--- config.mk ---
export PLATFORM = sky130hd
export DESIGN_NAME = cpu3b_core
export DESIGN_NICKNAME = d
export VERILOG_FILES = /design/src/rtl/cpu3b_pkg.sv /design/src/rtl/cpu3b_regfile.sv /design/src/rtl/cpu3b_alu.sv /design/src/rtl/cpu3b_seq.sv /design/src/rtl/cpu3b_core.sv
export SDC_FILE = /design/constraint.sdc
export NUM_CORES = 1
export LEC_CHECK = 0
export CORE_ASPECT_RATIO = 0.5
export CORE_MARGIN = 2
export CORE_UTILIZATION = 25
export DETAILED_ROUTE_END_ITERATION = 8
export PLACE_DENSITY = 0.41
export SYNTH_ARGS = -nofsm -noshare
export SYNTH_HDL_FRONTEND = slang
export SYNTH_SLANG_ARGS = --single-unit
--- constraint.sdc ---
create_clock -name clk -period 4.86 [get_ports clk]
set_clock_uncertainty 0.2 [all_clocks]
set_input_delay 0.729 -clock clk [delete_from_list [all_inputs] [get_ports clk]]
set_output_delay 0.729 -clock clk [all_outputs]
set_load 0.05 [all_outputs]
--- src/rtl/cpu3b_pkg.sv ---
package cpu3b_pkg;

    localparam int DATA_W = 16;
    localparam int ADDR_W = 12;
    localparam int OPC_W  = 4;
    localparam int NREG   = 8;
    localparam int SEL_W  = $clog2(NREG);
    localparam int STEP_W = 4;

    // opcode values decoded from IR[15:12]
    localparam logic [OPC_W-1:0] OPC_FLAGS_ONLY = 4'h2;
    localparam logic [OPC_W-1:0] OPC_ADD_SHR    = 4'h3;

    typedef enum logic [SEL_W-1:0] {
        RS_PC  = 3'd0,
        RS_ACC = 3'd1,
        RS_IR  = 3'd2,
        RS_MAR = 3'd3,
        RS_MBR = 3'd4,
        RS_ONE = 3'd5,
        RS_G0  = 3'd6,
        RS_G1  = 3'd7
    } reg_sel_e;

    typedef enum logic [1:0] {
        AOP_PASS = 2'd0,
        AOP_ADD  = 2'd1,
        AOP_ADDR = 2'd2,
        AOP_AND  = 2'd3
    } alu_op_e;

    typedef enum logic [1:0] {
        SH_NONE  = 2'd0,
        SH_RIGHT = 2'd1,
        SH_LEFT  = 2'd2
    } shift_e;

    typedef enum logic [STEP_W-1:0] {
        ST_FETCH_A = 4'd0,
        ST_FETCH_W = 4'd1,
        ST_INC_A   = 4'd2,
        ST_INC_W   = 4'd3,
        ST_IR_A    = 4'd4,
        ST_IR_W    = 4'd5,
        ST_OPA_A   = 4'd6,
        ST_OPA_W   = 4'd7,
        ST_RD2     = 4'd8,
        ST_LD2     = 4'd9,
        ST_EX_A    = 4'd10,
        ST_EX_W    = 4'd11
    } step_e;

    typedef struct packed {
        logic z;
        logic n;
        logic c;
    } flags_t;

    // one control word per sequencer step
    typedef struct packed {
        reg_sel_e src_a;
        reg_sel_e src_b;
        logic     use_b;
        alu_op_e  op;
        shift_e   sh;
        logic     exec;
        logic     wb;
        reg_sel_e dst;
        logic     mem_rd;
        logic     mbr_ld;
    } uop_t;

endpackage

--- src/rtl/cpu3b_regfile.sv ---
module cpu3b_regfile
    import cpu3b_pkg::*;
#(
    parameter int DW      = DATA_W,
    parameter int N       = NREG,
    parameter int ONE_IDX = int'(RS_ONE),
    parameter int MBR_IDX = int'(RS_MBR),
    localparam int IW     = $clog2(N)
) (
    input  logic               clk,
    input  logic               rst_n,
    input  logic [IW-1:0]      ra_idx,
    input  logic [IW-1:0]      rb_idx,
    output logic [DW-1:0]      ra_data,
    output logic [DW-1:0]      rb_data,
    input  logic               wr_en,
    input  logic [IW-1:0]      wr_idx,
    input  logic [DW-1:0]      wr_data,
    input  logic               mbr_ld,
    input  logic [DW-1:0]      mbr_din,
    output logic [N-1:0][DW-1:0] view
);

    for (genvar i = 0; i < N; i++) begin : g_ent
        if (i == ONE_IDX) begin : g_const
            // hardwired entry: no storage, C-bus writes find no target
            assign view[i] = DW'(1);
        end else begin : g_reg
            logic [DW-1:0] ent_d, ent_q;

            always_comb begin
                ent_d = ent_q;
                if (wr_en && (wr_idx == IW'(i))) begin
                    ent_d = wr_data;
                end
                if ((i == MBR_IDX) && mbr_ld) begin
                    ent_d = mbr_din;
                end
            end

            always_ff @(posedge clk) begin
                if (!rst_n) begin
                    ent_q <= '0;
                end else begin
                    ent_q <= ent_d;
                end
            end

            assign view[i] = ent_q;
        end
    end

    assign ra_data = view[ra_idx];
    assign rb_data = view[rb_idx];

endmodule

--- src/rtl/cpu3b_alu.sv ---
module cpu3b_alu
    import cpu3b_pkg::*;
#(
    parameter int DW = DATA_W,
    parameter int AW = ADDR_W
) (
    input  logic [DW-1:0] a,
    input  logic [DW-1:0] b,
    input  alu_op_e       op,
    input  shift_e        sh,
    output logic [DW-1:0] res,
    output flags_t        fl
);

    localparam logic [DW-1:0] ADDR_MASK = DW'((1 << AW) - 1);

    logic [DW:0]   wide_sum;
    logic [DW-1:0] pre;
    logic          carry;

    always_comb begin
        wide_sum = {1'b0, a} + {1'b0, b};
        carry    = 1'b0;
        unique case (op)
            AOP_PASS: pre = a;
            AOP_ADD: begin
                pre   = wide_sum[DW-1:0];
                carry = wide_sum[DW];
            end
            AOP_ADDR: pre = a & ADDR_MASK;
            AOP_AND:  pre = a & b;
            default:  pre = a;
        endcase

        unique case (sh)
            SH_RIGHT: res = {1'b0, pre[DW-1:1]};
            SH_LEFT:  res = {pre[DW-2:0], 1'b0};
            default:  res = pre;
        endcase

        fl.z = (res == '0);
        fl.n = res[DW-1];
        fl.c = carry;
    end

endmodule

--- src/rtl/cpu3b_seq.sv ---
module cpu3b_seq
    import cpu3b_pkg::*;
#(
    parameter int OW = OPC_W
) (
    input  logic          clk,
    input  logic          rst_n,
    input  logic [OW-1:0] opcode,
    output uop_t          uop,
    output step_e         step,
    output logic          done
);

    typedef struct packed {
        step_e step;
        logic  done;
    } seq_t;

    seq_t st_d, st_q;

    always_comb begin
        st_d      = st_q;
        st_d.done = (st_q.step == ST_EX_W);
        if (st_q.step == ST_EX_W) begin
            st_d.step = ST_FETCH_A;
        end else begin
            st_d.step = step_e'(st_q.step + 4'd1);
        end
    end

    always_ff @(posedge clk) begin
        if (!rst_n) begin
            st_q <= '{step: ST_FETCH_A, done: 1'b0};
        end else begin
            st_q <= st_d;
        end
    end

    // control word decode for the current step
    always_comb begin
        uop = '0;
        unique case (st_q.step)
            ST_FETCH_A: begin
                uop.src_a = RS_PC;
                uop.op    = AOP_PASS;
                uop.exec  = 1'b1;
            end
            ST_FETCH_W: begin
                uop.wb  = 1'b1;
                uop.dst = RS_MAR;
            end
            ST_INC_A: begin
                uop.src_a  = RS_PC;
                uop.src_b  = RS_ONE;
                uop.use_b  = 1'b1;
                uop.op     = AOP_ADD;
                uop.exec   = 1'b1;
                uop.mem_rd = 1'b1;
            end
            ST_INC_W: begin
                uop.wb     = 1'b1;
                uop.dst    = RS_PC;
                uop.mbr_ld = 1'b1;
            end
            ST_IR_A: begin
                uop.src_a = RS_MBR;
                uop.op    = AOP_PASS;
                uop.exec  = 1'b1;
            end
            ST_IR_W: begin
                uop.wb  = 1'b1;
                uop.dst = RS_IR;
            end
            ST_OPA_A: begin
                uop.src_a = RS_IR;
                uop.op    = AOP_ADDR;
                uop.exec  = 1'b1;
            end
            ST_OPA_W: begin
                uop.wb  = 1'b1;
                uop.dst = RS_MAR;
            end
            ST_RD2: begin
                uop.mem_rd = 1'b1;
            end
            ST_LD2: begin
                uop.mbr_ld = 1'b1;
            end
            ST_EX_A: begin
                uop.src_a = RS_ACC;
                uop.src_b = RS_MBR;
                uop.use_b = 1'b1;
                uop.op    = AOP_ADD;
                uop.sh    = (opcode == OPC_ADD_SHR) ? SH_RIGHT : SH_NONE;
                uop.exec  = 1'b1;
            end
            ST_EX_W: begin
                uop.wb  = 1'b1;
                uop.dst = (opcode == OPC_FLAGS_ONLY) ? RS_ONE : RS_ACC;
            end
            default: uop = '0;
        endcase
    end

    assign step = st_q.step;
    assign done = st_q.done;

endmodule

--- src/rtl/cpu3b_core.sv ---
module cpu3b_core
    import cpu3b_pkg::*;
#(
    parameter int DW = DATA_W,
    parameter int AW = ADDR_W,
    parameter int OW = OPC_W,
    parameter int N  = NREG,
    parameter int SW = STEP_W
) (
    input  logic          clk,
    input  logic          rst_n,
    output logic [AW-1:0] mem_addr,
    output logic          mem_rd,
    input  logic [DW-1:0] mem_rdata,
    output logic          instr_done,
    output logic [SW-1:0] step,
    output logic [DW-1:0] pc_out,
    output logic [DW-1:0] acc_out,
    output logic [DW-1:0] ir_out,
    output logic          flag_z,
    output logic          flag_n,
    output logic          flag_c
);

    localparam int IW = $clog2(N);

    typedef struct packed {
        logic [DW-1:0] res;
        flags_t        fl;
    } dp_t;

    uop_t               uop;
    step_e              step_s;
    logic [N-1:0][DW-1:0] view;
    logic [DW-1:0]      a_bus, b_bus, rb_data, alu_res;
    flags_t             alu_fl;
    dp_t                dp_d, dp_q;

    cpu3b_seq #(.OW(OW)) i_seq (
        .clk   (clk),
        .rst_n (rst_n),
        .opcode(view[RS_IR][DW-1:DW-OW]),
        .uop   (uop),
        .step  (step_s),
        .done  (instr_done)
    );

    cpu3b_regfile #(.DW(DW), .N(N)) i_rf (
        .clk    (clk),
        .rst_n  (rst_n),
        .ra_idx (IW'(uop.src_a)),
        .rb_idx (IW'(uop.src_b)),
        .ra_data(a_bus),
        .rb_data(rb_data),
        .wr_en  (uop.wb),
        .wr_idx (IW'(uop.dst)),
        .wr_data(dp_q.res),
        .mbr_ld (uop.mbr_ld),
        .mbr_din(mem_rdata),
        .view   (view)
    );

    assign b_bus = uop.use_b ? rb_data : '0;

    cpu3b_alu #(.DW(DW), .AW(AW)) i_alu (
        .a  (a_bus),
        .b  (b_bus),
        .op (uop.op),
        .sh (uop.sh),
        .res(alu_res),
        .fl (alu_fl)
    );

    // result register and condition codes
    always_comb begin
        dp_d = dp_q;
        if (uop.exec) begin
            dp_d.res = alu_res;
            dp_d.fl  = alu_fl;
        end
    end

    always_ff @(posedge clk) begin
        if (!rst_n) begin
            dp_q <= '0;
        end else begin
            dp_q <= dp_d;
        end
    end

    assign mem_addr = view[RS_MAR][AW-1:0];
    assign mem_rd   = uop.mem_rd;
    assign step     = SW'(step_s);
    assign pc_out   = view[RS_PC];
    assign acc_out  = view[RS_ACC];
    assign ir_out   = view[RS_IR];
    assign flag_z   = dp_q.fl.z;
    assign flag_n   = dp_q.fl.n;
    assign flag_c   = dp_q.fl.c;

endmodule

Word level (Yosys, flattened, before mapping)
Index checks and enable logic that the tools add are counted.
Widths: inputs -> output; s select.
{"block": "classes", "addsub": 2, "magnitude_cmp": 2, "n_eq_ne": 24, "n_mux": 20, "bitwise_logic": 2, "reduce_logical": 18}
{"op": "$bmux 16 s3", "count": 2}
{"op": "$mux 16", "count": 5}
{"op": "$pmux 16 s4", "count": 1}
{"op": "$pmux 16 s2", "count": 1}
{"op": "$add 16x16->17", "count": 1}
{"op": "$and 16x16->16", "count": 1}
{"op": "$eq 4x2->1 const B", "count": 4}
{"op": "$eq 4x3->1 const B", "count": 4}
{"op": "$eq 4x4->1 const B", "count": 4}
{"op": "$logic_not 16->1", "count": 1}
{"op": "$pmux 4 s4", "count": 1}
{"op": "$reduce_or 2->1", "count": 5}
{"op": "$eq 3x3->1 const B", "count": 3}
{"op": "$pmux 3 s3", "count": 1}
{"op": "$lt 3x4->1 const B", "count": 2}
{"op": "$pmux 4 s2", "count": 1}
{"op": "$logic_and 1x1->1", "count": 7}
{"op": "$eq 2x2->1 const B", "count": 3}
{"op": "$eq 3x2->1 const B", "count": 2}
{"op": "$mux 1", "count": 5}
{"op": "$reduce_or 5->1", "count": 1}
{"op": "$add 4x1->4 const B", "count": 1}
{"op": "$eq 2x1->1 const B", "count": 2}
{"op": "$eq 4x1->1 const B", "count": 1}
{"op": "9 further kinds", "count": 9}
{"block": "word_totals", "regBits": 136, "inputBits": 18, "output_inout_bits": 69, "word_cells": 81}

Longest topological paths before layout
{"block": "logic_depth", "word_depth": 9, "ltp_mapped": 19, "mapped_depth_nobuf": 16}

Cells and area by module
A second synthesis with hierarchy kept.
{"block": "unflattened", "cells_unflattened": 1079, "area_unflattened_um2": 8931.1}
{"module": "cpu3b_regfile", "instances": 1, "cells_per_inst": 704, "area_each_um2": 6108.4, "seq_area_each_um2": 2242.2}
{"module": "cpu3b_alu", "instances": 1, "cells_per_inst": 241, "area_each_um2": 1574.0, "seq_area_each_um2": 0.0}
{"module": "cpu3b_core", "instances": 1, "cells_per_inst": 77, "area_each_um2": 828.3, "seq_area_each_um2": 380.4}
{"module": "cpu3b_seq", "instances": 1, "cells_per_inst": 57, "area_each_um2": 420.4, "seq_area_each_um2": 100.1}

Worst setup path before layout
No wires, ideal clock.
{"block": "synth_timing", "path_type": "reg2reg", "startpoint": "register i_seq.st_q (netlist bit i_seq.step[1])", "endpoint": "register dp_q[16] (netlist bit)", "setup_time_ns": 0.118, "arrival_ns": 3.934, "t_required_ns": 4.542, "path_slack_ns": 0.607, "path_stages_with_launch": 18, "n_path_buf": 4, "synth_period_minus_slack_ns": 4.253, "path_cell_list": "dfxtp_1 -> ha_1 -> buf_2 -> buf_2 -> clkbuf_1 -> mux2_2 -> nand2_1 -> nand2_1 -> ha_1 -> clkbuf_1 -> a21oi_1 -> o211ai_1 -> a2111oi_0 -> o21bai_1 -> xor2_1 -> a221o_1 -> a22oi_1 -> nor2b_1"}
{"block": "synth_between", "elab_chain_cells": 8, "word_cells_on_any_way": 27, "classes_between": "add/sub (1); eq/ne (9); mux (12); bitwise (1); reduce/logical (4)"}
{"element": "from (decl)", "line": "cpu3b_seq.sv:19", "rtl": "seq_t st_d, st_q;"}
{"element": "from (signal assigned)", "line": "cpu3b_seq.sv:33", "rtl": "st_q <= '{step: ST_FETCH_A, done: 1'b0};"}
{"element": "from (signal assigned)", "line": "cpu3b_seq.sv:35", "rtl": "st_q <= st_d;"}
{"element": "$eq 4x4->1 / $eq 4x2->1 (equally long branches)", "line": "cpu3b_seq.sv:42", "rtl": "unique case (st_q.step)"}
{"element": "$pmux 4 s2", "line": "cpu3b_seq.sv:42"}
{"element": "$bmux 16 s3", "line": "cpu3b_regfile.sv:54", "rtl": "assign rb_data = view[rb_idx];"}
{"element": "$mux 16 (not written as such)", "line": "cpu3b_regfile.sv:54"}
{"element": "$mux 16", "line": "cpu3b_core.sv:63", "rtl": "assign b_bus = uop.use_b ? rb_data : '0;"}
{"element": "$add 16x16->17 / $and 16x16->16 (equally long branches)", "line": "cpu3b_alu.sv:22, cpu3b_alu.sv:31"}
{"element": "$pmux 16 s4", "line": "cpu3b_alu.sv:24", "rtl": "unique case (op)"}
{"element": "$pmux 16 s2", "line": "cpu3b_alu.sv:35", "rtl": "unique case (sh)"}
{"element": "to (signal assigned)", "line": "cpu3b_core.sv:87", "rtl": "dp_q <= dp_d;"}
{"element": "to (decl)", "line": "cpu3b_core.sv:37", "rtl": "dp_t dp_d, dp_q;"}
Parallel ways exist; a longest one is shown, timed or not. The select of a mux whose other input is x is not followed.
A chain may end at the register's enable or synchronous reset.

Worst setup path in the final report
{"block": "layout_timing", "startpoint": "register i_seq.st_q (netlist bit i_seq.step[2])", "endpoint": "register dp_q[13] (netlist bit)"}
The elaborated chain is that of the path after synthesis.

==> impl_summary.md <==
Timing
Final hold analysis gives a worst-case slack of approximately 0.26 ns. Once routing completed, OpenROAD measured the worst setup slack at roughly 0.24 ns. Setup violations remaining at the end of the flow were counted as 0.

The number of endpoints with negative hold slack in the final report was 0. Derived from the worst setup path, the maximum achievable clock frequency is approximately 0.22 GHz. The final cycle utilization of the critical path is 95.0%. The max-slew violation total from the final report is 0. The shortest clock period the worst path allows after layout is roughly 4.6 ns. Setup repair after global routing left no endpoint under its margin. The worst slew margin relative to its limit is 22.3%. At the pin with the least slew margin, the transition time is 1.16 ns.

Floorplanning
The total area inside the core boundary comes to ~26000 sq um. The overall die area is between 20000 and 30000 sq um. The number of placed I/O pins is 87. The starting utilization of the core area is 25.4%. The floorplan die height is around 120 microns. The row count is 42. The die is about 240 microns wide.

Synth
In this run the cell area of the synthesized design comes to 6690 sq um. The net count of the mapped netlist is roughly 840. Synthesis handed over a netlist of 799 instances. The number of flip-flops and latches in the synthesized netlist is between 100 and 150. dfxtp_1 takes more of the synthesized area than any other cell.

The share of the Yosys chip area taken by registers is 34.4%. Yosys mapped a number of flops with a built-in enable equal to 0. After synthesis, the largest area contributor takes up between 30% and 40% of total cell area. After synthesis, the netlist uses 77 different library cells. The number of warnings printed during yosys synthesis is 0. Of all flip-flops after synthesis, the portion carrying an async set or reset was 0%. Ranked by total cell area, the synthesized netlist is headed by dfxtp_1 (34%), mux2i_1 (9.1%), nand2_1 (6.2%), nor2b_1 (5.5%), a21boi_0 (3.9%). The most used flip-flop cell after synthesis is dfxtp_1.

The synthesized area divided by synthesized cell count is around 8.4 sq um.

CTS
The H-tree depth reported by CTS is 4. The CTS tree is done. In this run, post-CTS hold repair placed 0 buffers. The clock sink total is between 100 and 150. Counting the buffers created by CTS gives 17. At the later pin of the worst-skew pair, clock insertion delay measures between 0.4 and 0.5 ns.

After clock tree synthesis, the clock-pin slew on the worst setup and hold paths is roughly 0.060 ns. The worst-case clock buffer depth is 2. The number of setup buffers added after CTS is 0.

The cell sitting at the root of the clock tree is a clkbuf_16.

Worst setup path
The startpoint type of the worst setup path is a flip-flop. The number of buffers and inverters on the critical path is 2. The element type at the critical path end is a flip-flop.

Among the stages of the critical path, the cell type that occurs most often is and3_1. Measured in cells, the most critical reg-to-reg path has a length of 14. The worst register-to-register path begins at i_seq.step[2]. The maximum fanout along the worst path is 19. The worst register-to-register path has a setup slack of about 0.24 ns.

Data on the critical path arrives at its endpoint at 4.78 ns. The slowest stage of the critical path belongs to the cell dfxtp_1. The endpoint of the worst-slack reg-to-reg timing path is dp_q[13]. The class of the most critical setup path is flip-flop to flip-flop. The worst endpoint required time is approximately 5 ns. The cell class contributing the biggest share of worst-path delay is simple AND/OR/NAND/NOR gates. Traced cell by cell, the critical path runs through buf_4 > and3b_4 > nor3_1 > o22ai_1 > ha_1 > and3_1 > a221oi_2 > and3_1 > mux2i_1 > and3_1 > a211oi_2 > buf_4 > a21oi_1 > nor2b_1. The maximum cell stage delay along the critical path is about 0.7 ns.

Placed design
The wire-length estimate of the detail-placed layout is 19300 microns. In this run the tool buffered the top-level ports with 86 buffer cells. Routability-driven placement finished with a final weighted congestion of between 0.8 and 0.9.

The placement-stage worst setup slack is -0.132 ns.

GRT
After global routing the overflow that remains totals 0. Entering global routing, the biggest net connects 78 pins. The total routing usage reported by global routing is roughly 19%. The initial antenna violation count is 1. The number of global-route vias before repair came to around 5700. The first global-routing pass estimated slightly below 40000 microns of wire.

Worst hold path
The min-delay analysis places its worst path in the category flip-flop to flip-flop. The number of instances on the worst hold path is 1. The end point of the most critical hold path is i_rf.g_ent[6].g_reg.ent_q[7]. The critical hold path startpoint is i_rf.g_ent[6].g_reg.ent_q[7].

Final layout
The layout-stage area growth over the synthesis result is 26.9%. The number of diodes added for antenna fixing is 0. In the layout the commonest cells are dfxtp_1 (115), nand2_1 (110), clkdlybuf4s50_1 (85), mux2i_1 (61), nor2b_1 (59). The most common cell after layout, fill and taps aside is dfxtp_1. Measured on the finished design, the core utilization comes to between 30 and 40%. The ratio of cells with drive above 1 in the final layout is 8.65%. The post-layout net count is ~900.

Route
The per-cell routed wire length is 21.2 microns. The via count normalized by instance count is 5.00. The routed via count is 6096. The detailed-router iteration count before antenna repair is 5. The total wire length is about 26000 microns. After detailed routing, the number of remaining DRC violations is 0.

The DRC violation total after the first TritonRoute iteration is 547. The number of nets with antenna violations after routing is 0.

Run status
The flow ran to the end, and the final reports show no timing, DRC or antenna violations.

Pwr
The leakage power of the design is 3.08 nW. In this run the power density over the cells is between 300 and 400 nW/um^2. The maximum resistive drop on vdd is between 0.2 and 0.25 mV.

Job
The count of max-cap constraint violations is 0.
final cells by class:
cell class,count,area [sq um]
clock buffer,18,429
clock inverter,14,200
fill,2752,17900
inverter,19,71.3
multi-input combinational,595,4010
sequential,115,2300
tap,352,440
timing repair buffer,106,1030
where the power goes:
part	leakage, nW	internal (mW)	switching (mW)
Clock	0.298	0.864	0.506
Sequential	0.928	0.960	0.0244
Combinational	1.85	0.110	0.192
Total	3.08	1.93	0.722
worst max path at each step:
stage / startpoint / end / cells past startpoint
after global routing: i_seq.step[1] / flag_z / 15
after floorplan: i_seq.step[1] / dp_q[16] / 17
after CTS: i_seq.step[0] / dp_q[13] / 16
after detailed placement: i_seq.step[0] / dp_q[13] / 16
after global placement: i_seq.step[0] / dp_q[13] / 16
final: i_seq.step[2] / dp_q[13] / 14
logic make-up (layout without fill, tap and decap cells):
logic type | after synthesis | count (layout) | share of synthesized area, %
simple gates | 307 | 307 | 23.7
compound gates | 192 | 192 | 20.4
flops | 115 | 115 | 34.4
buf+inv | 89 | 157 | 6.29
mux | 65 | 65 | 9.86
fa+ha+maj | 22 | 22 | 4.23
xor+xnor | 9 | 9 | 1.18
stage by stage:
step / instances / setup TNS (ns) / cell area (sq um) / total power [mW]
finish: 1219 / 0 / 8490 / 2.66
global route: 1219 / 0 / 8490 / 2.76
CTS: 1219 / 0 / 8470 / 2.68
detailed placement: 1187 / -0.132 / 7830 / 1.30
global placement: 1187 / -0.142 / 7830 / 1.31
floorplan: 799 / 0 / 6690 / 1.19
synth_stat cells, drive strengths merged, types with 19 or more instances:
master	instances
a21boi	43
a21oi	33
and3	22
mux2i	61
nor2	30
and2	19
nand3	23
nand2	110
dfxtp	115
nor2b	59
o21ai	20
buf	32
clkbuf	38
ha	21
inv	19
timing repair:
action,CTS,global route
endpoints found under the setup margin,1,11
endpoints found under the hold margin,0,0
resized for setup,1,4
state kept, by name, summed over array words and instances (netlist names):
signal	cells
i_rf.g_ent.g_reg.ent_q	92
dp_q	16
i_seq.step	4
flag_c	1
flag_z	1
i_seq.done	1
metal layers:
| layer | global-route usage, % | share of wire (%) |
|---|---|---|
| met1 | 28.4 | 53 |
| met5 | 0 | 0 |
| met4 | 5.02 | 1.4 |
| met2 | 25.8 | 41 |
| met3 | 3.89 | 4.5 |
Note: power is estimated with default switching activity, not from simulation.
